### config.mk
export PLATFORM = sky130hd
export DESIGN_NAME = lowsup_wake_sup
export DESIGN_NICKNAME = d
export VERILOG_FILES = /design/src/rtl/lsw_pkg.sv /design/src/rtl/lsw_sync.sv /design/src/rtl/lsw_timer.sv /design/src/rtl/lsw_fsm.sv /design/src/rtl/lowsup_wake_sup.sv
export SDC_FILE = /design/constraint.sdc
export NUM_CORES = 1
export LEC_CHECK = 0
export CORE_AREA = 3 3 40 42
export CTS_CLUSTER_DIAMETER = 80
export CTS_CLUSTER_SIZE = 8
export DETAILED_ROUTE_END_ITERATION = 8
export DIE_AREA = 0 0 43 45
export PLACE_DENSITY = 0.68
export SETUP_SLACK_MARGIN = 0.4
export SLEW_MARGIN = 5
export SYNTH_ARGS = -nofsm -noshare
export SYNTH_HDL_FRONTEND = slang
export SYNTH_SLANG_ARGS = --single-unit
### constraint.sdc
create_clock -name clk -period 1.85 [get_ports clk]
set_input_delay 0.37 -clock clk [delete_from_list [all_inputs] [get_ports clk]]
set_output_delay 0.37 -clock clk [all_outputs]
set_load 0.005 [all_outputs]
### src/rtl/lsw_pkg.sv
package lsw_pkg;

    typedef enum logic [1:0] {
        ST_RUN   = 2'd0,
        ST_COUNT = 2'd1,
        ST_SLEEP = 2'd2,
        ST_WAIT  = 2'd3
    } lsw_state_e;

    typedef struct packed {
        lsw_state_e state;
        logic       wake;
        logic       brown;
        logic       flag;
    } lsw_regs_t;

    localparam lsw_regs_t LSW_REGS_RST = '{state: ST_RUN, wake: 1'b1, brown: 1'b0, flag: 1'b0};

endpackage

### src/rtl/lsw_sync.sv
module lsw_sync #(
    parameter int              WIDTH   = 1,
    parameter int              STAGES  = 2,
    parameter logic [WIDTH-1:0] RST_VAL = '0
) (
    input  logic             clk,
    input  logic             rst,
    input  logic [WIDTH-1:0] d,
    output logic [WIDTH-1:0] q
);

    logic [STAGES-1:0][WIDTH-1:0] chain_d;
    logic [STAGES-1:0][WIDTH-1:0] chain_q;

    always_comb begin
        chain_d[0] = d;
        for (int s = 1; s < STAGES; s++) begin
            chain_d[s] = chain_q[s-1];
        end
    end

    always_ff @(posedge clk) begin
        if (rst) begin
            for (int s = 0; s < STAGES; s++) begin
                chain_q[s] <= RST_VAL;
            end
        end else begin
            chain_q <= chain_d;
        end
    end

    assign q = chain_q[STAGES-1];

endmodule

### src/rtl/lsw_timer.sv
module lsw_timer #(
    parameter int CNT_LEN = 4
) (
    input  logic clk,
    input  logic rst,
    input  logic start,
    input  logic active,
    output logic expired
);

    localparam int CW = $clog2(CNT_LEN + 1);
    localparam logic [CW-1:0] CNT_END = CW'(CNT_LEN);

    logic [CW-1:0] cnt_d;
    logic [CW-1:0] cnt_q;

    assign expired = (cnt_q == CNT_END);

    always_comb begin
        cnt_d = cnt_q;
        if (start) begin
            cnt_d = CW'(1);
        end else if (!active) begin
            cnt_d = '0;
        end else if (!expired) begin
            cnt_d = cnt_q + CW'(1);
        end
    end

    always_ff @(posedge clk) begin
        if (rst) begin
            cnt_q <= '0;
        end else begin
            cnt_q <= cnt_d;
        end
    end

endmodule

### src/rtl/lsw_fsm.sv
module lsw_fsm
    import lsw_pkg::*;
#(
    parameter int               CODE_W   = 3,
    parameter logic [CODE_W-1:0] LOW_CODE = 3'b101
) (
    input  logic              clk,
    input  logic              rst,
    input  logic              mains_s,
    input  logic              vcore_s,
    input  logic              sleep_s,
    input  logic [CODE_W-1:0] sup_code,
    input  logic              wake_try,
    input  logic              expired,
    output logic              tmr_start,
    output logic              tmr_active,
    output logic              wake,
    output logic              brown,
    output logic              flag
);

    lsw_regs_t  regs_d;
    lsw_regs_t  regs_q;
    lsw_state_e nxt;
    logic       code_low;
    logic       supply_back;

    assign code_low    = (sup_code == LOW_CODE);
    assign supply_back = mains_s || vcore_s;
    assign tmr_active  = (regs_q.state == ST_COUNT);

    always_comb begin
        regs_d    = regs_q;
        nxt       = regs_q.state;
        tmr_start = 1'b0;
        unique case (regs_q.state)
            ST_RUN: begin
                if (sleep_s) begin
                    nxt = ST_SLEEP;
                end else if (!mains_s && code_low) begin
                    nxt       = ST_COUNT;
                    tmr_start = 1'b1;
                end
            end
            ST_COUNT: begin
                if (mains_s) begin
                    nxt = ST_RUN;
                end else if (sleep_s) begin
                    nxt = ST_SLEEP;
                end else if (expired) begin
                    nxt = ST_WAIT;
                end
            end
            ST_SLEEP: begin
                if (wake_try) begin
                    nxt = supply_back ? ST_RUN : ST_WAIT;
                end
            end
            ST_WAIT: begin
                if (supply_back) begin
                    nxt = ST_RUN;
                end
            end
            default: nxt = ST_RUN;
        endcase

        regs_d.state = nxt;
        regs_d.wake  = (nxt == ST_RUN) || (nxt == ST_COUNT);
        regs_d.brown = (nxt == ST_WAIT);

        if (regs_q.wake && !regs_d.wake) begin
            regs_d.flag = 1'b0;
        end else if ((regs_q.state == ST_WAIT) && (nxt == ST_RUN)) begin
            regs_d.flag = 1'b1;
        end
    end

    always_ff @(posedge clk) begin
        if (rst) begin
            regs_q <= LSW_REGS_RST;
        end else begin
            regs_q <= regs_d;
        end
    end

    assign wake  = regs_q.wake;
    assign brown = regs_q.brown;
    assign flag  = regs_q.flag;

endmodule

### src/rtl/lowsup_wake_sup.sv
module lowsup_wake_sup #(
    parameter int               SYNC_STAGES = 2,
    parameter int               CNT_LEN     = 4,
    parameter int               CODE_W      = 3,
    parameter logic [CODE_W-1:0] LOW_CODE    = 3'b101
) (
    input  logic              clk,
    input  logic              rst,
    input  logic              mains_ok,
    input  logic              vcore_ok,
    input  logic [CODE_W-1:0] sup_code,
    input  logic              sleep_req,
    input  logic              wake_try,
    output logic              wake,
    output logic              brown_mode,
    output logic              bad_sup_flag
);

    localparam int NSYNC = 3;
    localparam logic [NSYNC-1:0] SYNC_RST = 3'b110;

    logic [NSYNC-1:0] sync_in;
    logic [NSYNC-1:0] sync_out;
    logic             mains_s;
    logic             vcore_s;
    logic             sleep_s;
    logic             tmr_start;
    logic             tmr_active;
    logic             tmr_expired;

    assign sync_in = {mains_ok, vcore_ok, sleep_req};
    assign mains_s = sync_out[2];
    assign vcore_s = sync_out[1];
    assign sleep_s = sync_out[0];

    lsw_sync #(
        .WIDTH  (NSYNC),
        .STAGES (SYNC_STAGES),
        .RST_VAL(SYNC_RST)
    ) u_sync (
        .clk(clk),
        .rst(rst),
        .d  (sync_in),
        .q  (sync_out)
    );

    lsw_timer #(
        .CNT_LEN(CNT_LEN)
    ) u_timer (
        .clk    (clk),
        .rst    (rst),
        .start  (tmr_start),
        .active (tmr_active),
        .expired(tmr_expired)
    );

    lsw_fsm #(
        .CODE_W  (CODE_W),
        .LOW_CODE(LOW_CODE)
    ) u_fsm (
        .clk       (clk),
        .rst       (rst),
        .mains_s   (mains_s),
        .vcore_s   (vcore_s),
        .sleep_s   (sleep_s),
        .sup_code  (sup_code),
        .wake_try  (wake_try),
        .expired   (tmr_expired),
        .tmr_start (tmr_start),
        .tmr_active(tmr_active),
        .wake      (wake),
        .brown     (brown_mode),
        .flag      (bad_sup_flag)
    );

endmodule

==> key figures, run 1 <==
Floorplanning
  – FP Rows: 13
  – Starting Density: 43.7%
  – Core ar.: roughly 1300 µm²
  – Die Width: approximately 43 µm
  – Die height: 45 µm
  – # IOs: 12
  – DIE AREA: 1940 µm²

Timing
  – Final period util: 75.4%
  – Least-Margin Pin Slew: 0.442 ns
  – Min setup slack post-route: 0.456 ns
  – Clock skew: 0.00669 ns
  – Min cycle time layout: 1.39 ns
  – Final Hold Viols: 0
  – Max Slew Vio Count: 0
  – Worst slew margin: 70.5%
  – Unrepaired setup endpoints after global routing: yes
  – Setup violators final: 0
  – Fmax: 717 MHz
  – Post-Route Setup TNS: 0 ns

Worst setup path
  – Reg-to-Reg Start: u_timer.cnt_q[0]$_SDFFE_PP0P_
  – Max FO, Critical Path: 3
  – CP arrival: 1.56 ns
  – CP Capture Type: register
  – Critical path type: input pin to register
  – Crit path cell chain: clkdlybuf4s50_1 > nor4bb_1 > nand2_1 > a2111oi_2
  – CP max stage delay: 0.44 ns
  – CP required: 2.02 ns
  – Slowest CP cell: clkdlybuf4s50_1
  – Crit start category: input pin
  – R2R setup slack: about 0.48 ns
  – Worst Setup SP: sup_code[2]

Detailed routing
  – Vias per cell: roughly 5
  – Via count: ~440
  – DRT Wirelength: about 920 µm
  – DRC violations left: 0
  – Wire per inst: 10.7 µm
  – Pre-antenna DRT Iters: 1
  – Post-DRT Antenna Nets: 0
  – DR iter-0 viols: 0

Run
  – Max Cap Violations: 0

Global routing
  – Vias in the first global route: roughly 400
  – Largest net degree at the start of global routing: 15
  – Grt total ovfl: 0
  – Gr usage total: roughly an eighth
  – Initial antenna violation count: 0
  – First-pass GRT wire length: 1620 µm

Synthesis
  – Yosys warns: 0
  – Post-Synthesis Cells: 57
  – Seq/Total Area, Yosys: 49.9%
  – Cell area after synthesis: around 560 µm²
  – Synth Area per Inst: 9.86 µm²
  – Post-synth cell types: 25
  – Syn_nets: 68
  – Synthesized flop and latch total: 14

Status
  – Status: complete, no violations

Placement
  – Post-DP HPWL: 724 µm
  – DP Worst Slack: 0.203 ns
  – Final Wtd Congestion: 0.689
  – Port bufs: 11

Clock tree
  – CTS root buf: clkbuf_4
  – Total CTS buffers: 3
  – CTS Buffer Depth: 2
  – Htree depth: 1
  – Clock latency on the worst-skew pair: 0.28 ns
  – Post-CTS setup buffers: 0
  – Clock sink count: 14
  – Worst-path clk slew: 0.08 ns
  – CTS tree: done
  – Post-CTS Hold Fix Bufs: 0

Finish
  – Area growth syn-to-layout: 29.6%
  – # diodes: 0
  – Nets@finish: 83
  – Share of post-route cells with drive strength above 1: 14.1%

Min path
  – Hold Crit Start: u_sync.chain_d[4]$_SDFF_PP1_
  – Hold crit path type: register to register

Power
  – Pwr Density: ~800 nW/µm²
  – Leakage: ~0.00030 µW
  – Worst VDD drop: 509 µV
## repair_timing
item | CTS | global route
setup endpoints to repair | 3 | 4
resized for setup | 3 | 2
gates cloned | 0 | 0
## final timing paths
path              cells past startpoint                       to
setup / recovery                      4   u_fsm.brown$_SDFF_PP0_
hold / removal                        1   u_sync.q[1]$_SDFF_PP1_
hold reg to reg                       1   u_sync.q[1]$_SDFF_PP1_
setup reg to reg                      5  u_fsm.flag$_SDFFE_PP0P_
## synth_stat cells
cell type	count	share of area [%]
a2111oi_2	1	2.7
a211oi_1	2	2.7
a21o_1	1	1.3
a21oi_1	3	2.7
a31o_1	1	1.6
a31oi_1	1	1.1
and4bb_1	1	2.2
clkbuf_1	1	0.67
dfxtp_1	14	50
ha_1	2	4.5
inv_1	4	2.7
mux2i_1	2	3.6
nand2_1	3	2.0
nand2b_1	1	1.1
nand3b_1	1	1.3
nor2_1	2	1.3
nor2b_1	2	2.2
nor3_1	5	4.5
nor4bb_1	1	1.8
o21ai_0	2	1.8
o21ba_1	1	1.8
o22ai_1	1	1.1
or2_1	1	1.1
or2_2	3	3.3
or3_1	1	1.1
## where the power goes
| part | internal [µW] | total [µW] | leakage (µW) | switching (µW) |
|---|---|---|---|---|
| clock | 120 | 211 | 0.0000210 | 91.5 |
| sequential | 310 | 316 | 0.000115 | 6.17 |
| combinational | 26.0 | 39.9 | 0.000165 | 13.9 |
## layout make-up
class / count / area (µm²)
Clock buffer: 4 / 36.3
Fill cell: 106 / 557
Inverter: 4 / 15.0
Multi-Input combinational cell: 38 / 267
Sequential cell: 14 / 282
Tap cell: 15 / 18.8
Timing Repair Buffer: 11 / 110
## worst max-delay path, delay by kind of cell
kind	cells	cell delay [ns]
and+or+nand+nor	2	0.45
buffers and inverters	1	0.44
AOI/OAI and AO/OA	1	0.31
## routing by layer
layer / vias up / wire [µm] / GRT usage, %
met5: - / 0 / 0
met4: 0 / 38 / 10.8
met3: 5 / 39 / 3.59
met2: 11 / 443 / 19.8
met1: 190 / 401 / 12.7
li1: 232 / - / -
## layout by cell type, fill, tap and decap left out
master           count
a2111oi_2            1
a211oi_1             2
a21o_1               1
a21oi_1              2
a21oi_2              1
a31o_1               1
a31oi_1              1
and4bb_1             1
clkbuf_4             3
clkbuf_8             1
clkdlybuf4s50_1      8
dfxtp_1             13
dfxtp_2              1
dlygate4sd2_1        2
dlymetal6s2s_1       1
ha_1                 2
inv_1                4
mux2i_1              2
nand2_1              3
nand2b_1             1
nand3b_1             1
nor2_1               2
nor2b_1              2
nor3_1               5
nor4bb_1             1
o21ai_0              2
o21ba_1              1
o22ai_1              1
or2_1                1
or2_2                3
or3_1                1
## flip-flops by register name (all words and copies together) (netlist names)
register	flops
u_sync.chain_d	3
u_sync.q	3
u_timer.cnt_q	3
u_fsm.regs_q	2
u_fsm.brown	1
u_fsm.flag	1
u_fsm.wake	1
## kinds of logic (layout without fill, tap and decap cells)
group / count (synthesis) / after routing / share of synthesized area [%]
buf+inv: 5 / 19 / 3.34
mux: 2 / 2 / 3.56
fa+ha+maj: 2 / 2 / 4.45
simple gates: 21 / 21 / 22.1
compound gates: 13 / 13 / 16.7
flops: 14 / 14 / 49.9
## through the flow
stage               utilization (%)  power [µW]  std cells  hold slack [ns]  instance area, µm²
floorplan                         -         339         57            0.389                 562
global placement               53.5         363         82            0.393                 687
detailed placement             53.5         363         82            0.392                 687
CTS                            56.2         574         86            0.412                 722
global route                   56.7         598         86            0.428                 728
finish                         56.7         567         86            0.412                 728
No activity file was read; power rests on OpenSTA's default activity.
==> run 2: changes to the inputs <==
==> constraint.sdc (replaced) <==
create_clock -name clk -period 1.3 [get_ports clk]
set_input_delay 0.26 -clock clk [delete_from_list [all_inputs] [get_ports clk]]
set_output_delay 0.26 -clock clk [all_outputs]
set_load 0.005 [all_outputs]
==> run 2 against run 1 <==
Against the previous run: first-iteration DRC count grew 3; highest routed layer unchanged; critical path type is now register to register; register-to-register slack lost 0.41 ns; hold slack gained 0.0011 ns.
==> key figures, run 2 (synthesized netlist as in run 1, its figures left out) <==
Run
  – Max Cap Violations: 0 (unchanged)

Min path
  – Worst Hold Depth: 1 (unchanged)
  – Hold Crit Start: u_sync.chain_d[5]$_SDFF_PP1_ (was u_sync.chain_d[4]$_SDFF_PP1_)
  – Hold crit path type: register to register (unchanged)
  – Hold EP: u_sync.q[2]$_SDFF_PP1_ (was u_sync.q[1]$_SDFF_PP1_)

Global routing
  – First-pass GRT wire length: 1840 µm (was 1620 µm)
  – Initial antenna violation count: 0 (unchanged)
  – Gr usage total: 13.1% (was 12.1%)
  – Largest net degree at the start of global routing: 9 (was 15)
  – Vias in the first global route: 453 (was 398)
  – Grt total ovfl: 0 (unchanged)

Detailed routing
  – DRT Wirelength: 1100 µm (was 922 µm)
  – DR iter-0 viols: 3 (was 0)
  – Via count: 470 (was 438)
  – Post-DRT Antenna Nets: 0 (unchanged)
  – Wire per inst: 11.7 µm (was 10.7 µm)
  – Pre-antenna DRT Iters: 4 (was 1)
  – Vias per cell: 5.00 (was 5.09)
  – DRC violations left: 0 (unchanged)

Timing
  – Min setup slack post-route: 0.0749 ns (was 0.456 ns)
  – Worst slew margin: 84.0% (was 70.5%)
  – Setup violators final: 0 (unchanged)
  – Least-Margin Pin Slew: 0.239 ns (was 0.442 ns)
  – Min cycle time layout: 1.23 ns
  – Clock skew: 0.00238 ns (was 0.00669 ns)
  – Max Slew Vio Count: 0 (unchanged)
  – Final period util: 94.2%
  – Fmax: ~800 MHz
  – Final Hold Viols: 0 (unchanged)
  – Post-Route Setup TNS: 0 ns (unchanged)
  – Unrepaired setup endpoints after global routing: yes (unchanged)

Worst setup path
  – CP required: 1.47 ns (was 2.02 ns)
  – CP Capture Type: register (unchanged)
  – Critical path type: register to register (was input pin to register)
  – R2R setup slack: 0.07 ns (was 0.48 ns)
  – RR Endpoint: u_fsm.wake$_SDFF_PP1_ (was u_fsm.flag$_SDFFE_PP0P_)
  – CP arrival: 1.39 ns (was 1.56 ns)
  – Crit start category: register (was input pin)
  – Max FO, Critical Path: 3 (unchanged)
  – Worst Reg2Reg Path Length in Cells: 5 (unchanged)
  – Reg-to-Reg Start: u_timer.cnt_q[1]$_SDFFE_PP0N_ (was u_timer.cnt_q[0]$_SDFFE_PP0P_)

Floorplanning
  – DIE AREA: 1940 µm² (unchanged)
  – Starting Density: 43.7% (unchanged)
  – # IOs: 12 (unchanged)
  – FP Rows: 13 (unchanged)
  – Die Width: 43 µm (unchanged)
  – Die height: 45 µm (unchanged)
  – Core ar.: 1280 µm² (unchanged)

Power
  – Pwr Density: 961 nW/µm² (was 779 nW/µm²)
  – Int Pwr: 657 µW (was 456 µW)
  – P_sw: 177 µW (was 112 µW)
  – Clk pwr share: 37.3% (was 37.2%)
  – Combinational share of power: 8.6% (was 7.0%)
  – Worst VDD drop: 900 µV (was 509 µV)
  – Part of the power in registers: 54.1% (was 55.7%)
  – Leakage: 0.000340 µW (was 0.000301 µW)
  – Sw frac: 21.2% (was 19.7%)
  – Overall power: 833 µW (was 567 µW)

Finish
  – Area growth syn-to-layout: 54.3% (was 29.6%)
  – Nets@finish: 91 (was 83)
  – Fillers: 105 (was 106)
  – Post-route design area: 867 µm² (was 728 µm²)
  – Most common cell after layout, fill and taps aside: dfxtp_2 (was dfxtp_1)
  – Share of post-route cells with drive strength above 1: 50.6% (was 14.1%)
  – Fin util: 67.5% (was 56.7%)
  – Commonest non-fill, non-tap cells in the layout: dfxtp_2, buf_4, dfxtp_1 (was dfxtp_1, clkdlybuf4s50_1, nor3_1)
  – # diodes: 0 (unchanged)

Clock tree
  – Total CTS buffers: 3 (unchanged)
  – CTS Buffer Depth: 2 (unchanged)
  – CTS root buf: clkbuf_4 (unchanged)
  – Post-CTS Hold Fix Bufs: 0 (unchanged)
  – Clock sink count: 14 (unchanged)
  – Worst-path clk slew: 0.08 ns (about the same)
  – Clock latency on the worst-skew pair: 0.28 ns (about the same)
  – Htree depth: 1 (unchanged)
  – CTS tree: done (unchanged)

Status
  – Status: complete, no violations (unchanged)

Placement
  – Port bufs: 11 (unchanged)
  – DP Worst Slack: -0.214 ns (was 0.203 ns)
  – Placed cell areas: 731 µm² (was 687 µm²)
  – Final Wtd Congestion: 0.675 (was 0.689)
[run 2: final cells by class]
cell class	count	area [µm²]	area share, %
flip-flops and latches	14	294	33.9
well taps	15	18.8	2.16
inverters	4	15.0	1.73
repair buffers	19	161	18.6
multi-input cells	38	342	39.4
clock buffers	4	36.3	4.18
[run 2: metal layers]
layer  vias up  GRT usage, %  routed length, µm
li1        246             -                  -
met1       210          15.9                507
met4         0          10.8                 27
met5         -             0                  0
met3         4          2.39                 41
met2        10          20.4                520
[run 2: power by group through the flow]
stage | clock, µW | sequential (µW) | combinational, µW
2_1_floorplan | 0 | 458 | 25.9
3_3_place_gp | 0 | 461 | 64.6
3_5_place_dp | 0 | 460 | 65.1
4_1_cts | 322 | 451 | 65.5
5_1_grt | 341 | 453 | 79.4
6_report | 311 | 451 | 72.1
[run 2: per-stage QoR]
step,hold WS (ns),std cells
floorplan,0.332,57
global placement,0.393,85
detailed placement,0.394,85
CTS,0.415,92
global route,0.431,94
finish,0.413,94
[run 2: worst max path at each step]
stage / startpoint / endpoint / slack (ns) / depth (start not counted)
3_3_place_gp: sup_code[2] / u_fsm.brown$_SDFF_PP0_ / -0.19 / 4
4_1_cts: u_timer.cnt_q[1]$_SDFFE_PP0N_ / u_fsm.wake$_SDFF_PP1_ / 0.10 / 5
3_5_place_dp: sup_code[2] / u_fsm.brown$_SDFF_PP0_ / -0.21 / 4
2_1_floorplan: u_timer.cnt_q[1]$_SDFFE_PP0N_ / u_fsm.wake$_SDFF_PP1_ / 0.12 / 5
5_1_grt: u_fsm.regs_q[4]$_SDFF_PP0_ / u_fsm.brown$_SDFF_PP0_ / 0.01 / 3
6_report: u_timer.cnt_q[1]$_SDFFE_PP0N_ / u_fsm.wake$_SDFF_PP1_ / 0.07 / 5
[run 2: timing repair]
item                                    4_1_cts  5_1_grt
resized for setup                            23       13
buffers inserted                              3        2
endpoints found under the setup margin       16       11
pin swaps                                     7        3
[run 2: worst max-delay path, cell delays in order (launching register included)]
cell and delay, ns:
dfxtp_2 0.33, inv_2 0.06, ha_4 0.13, a31o_1 0.19, a21oi_2 0.09, or3_1 0.30
==> run 3: changes to the inputs <==
--- a/config.mk
+++ b/config.mk
@@ -10,6 +10,7 @@
 export CTS_CLUSTER_SIZE = 8
 export DETAILED_ROUTE_END_ITERATION = 8
 export DIE_AREA = 0 0 43 45
+export HOLD_SLACK_MARGIN = 0.15
 export PLACE_DENSITY = 0.68
 export SETUP_SLACK_MARGIN = 0.4
 export SLEW_MARGIN = 5
==> results of run 3 <==
The final DEF is identical to that of run 2; final timing and power are the same.
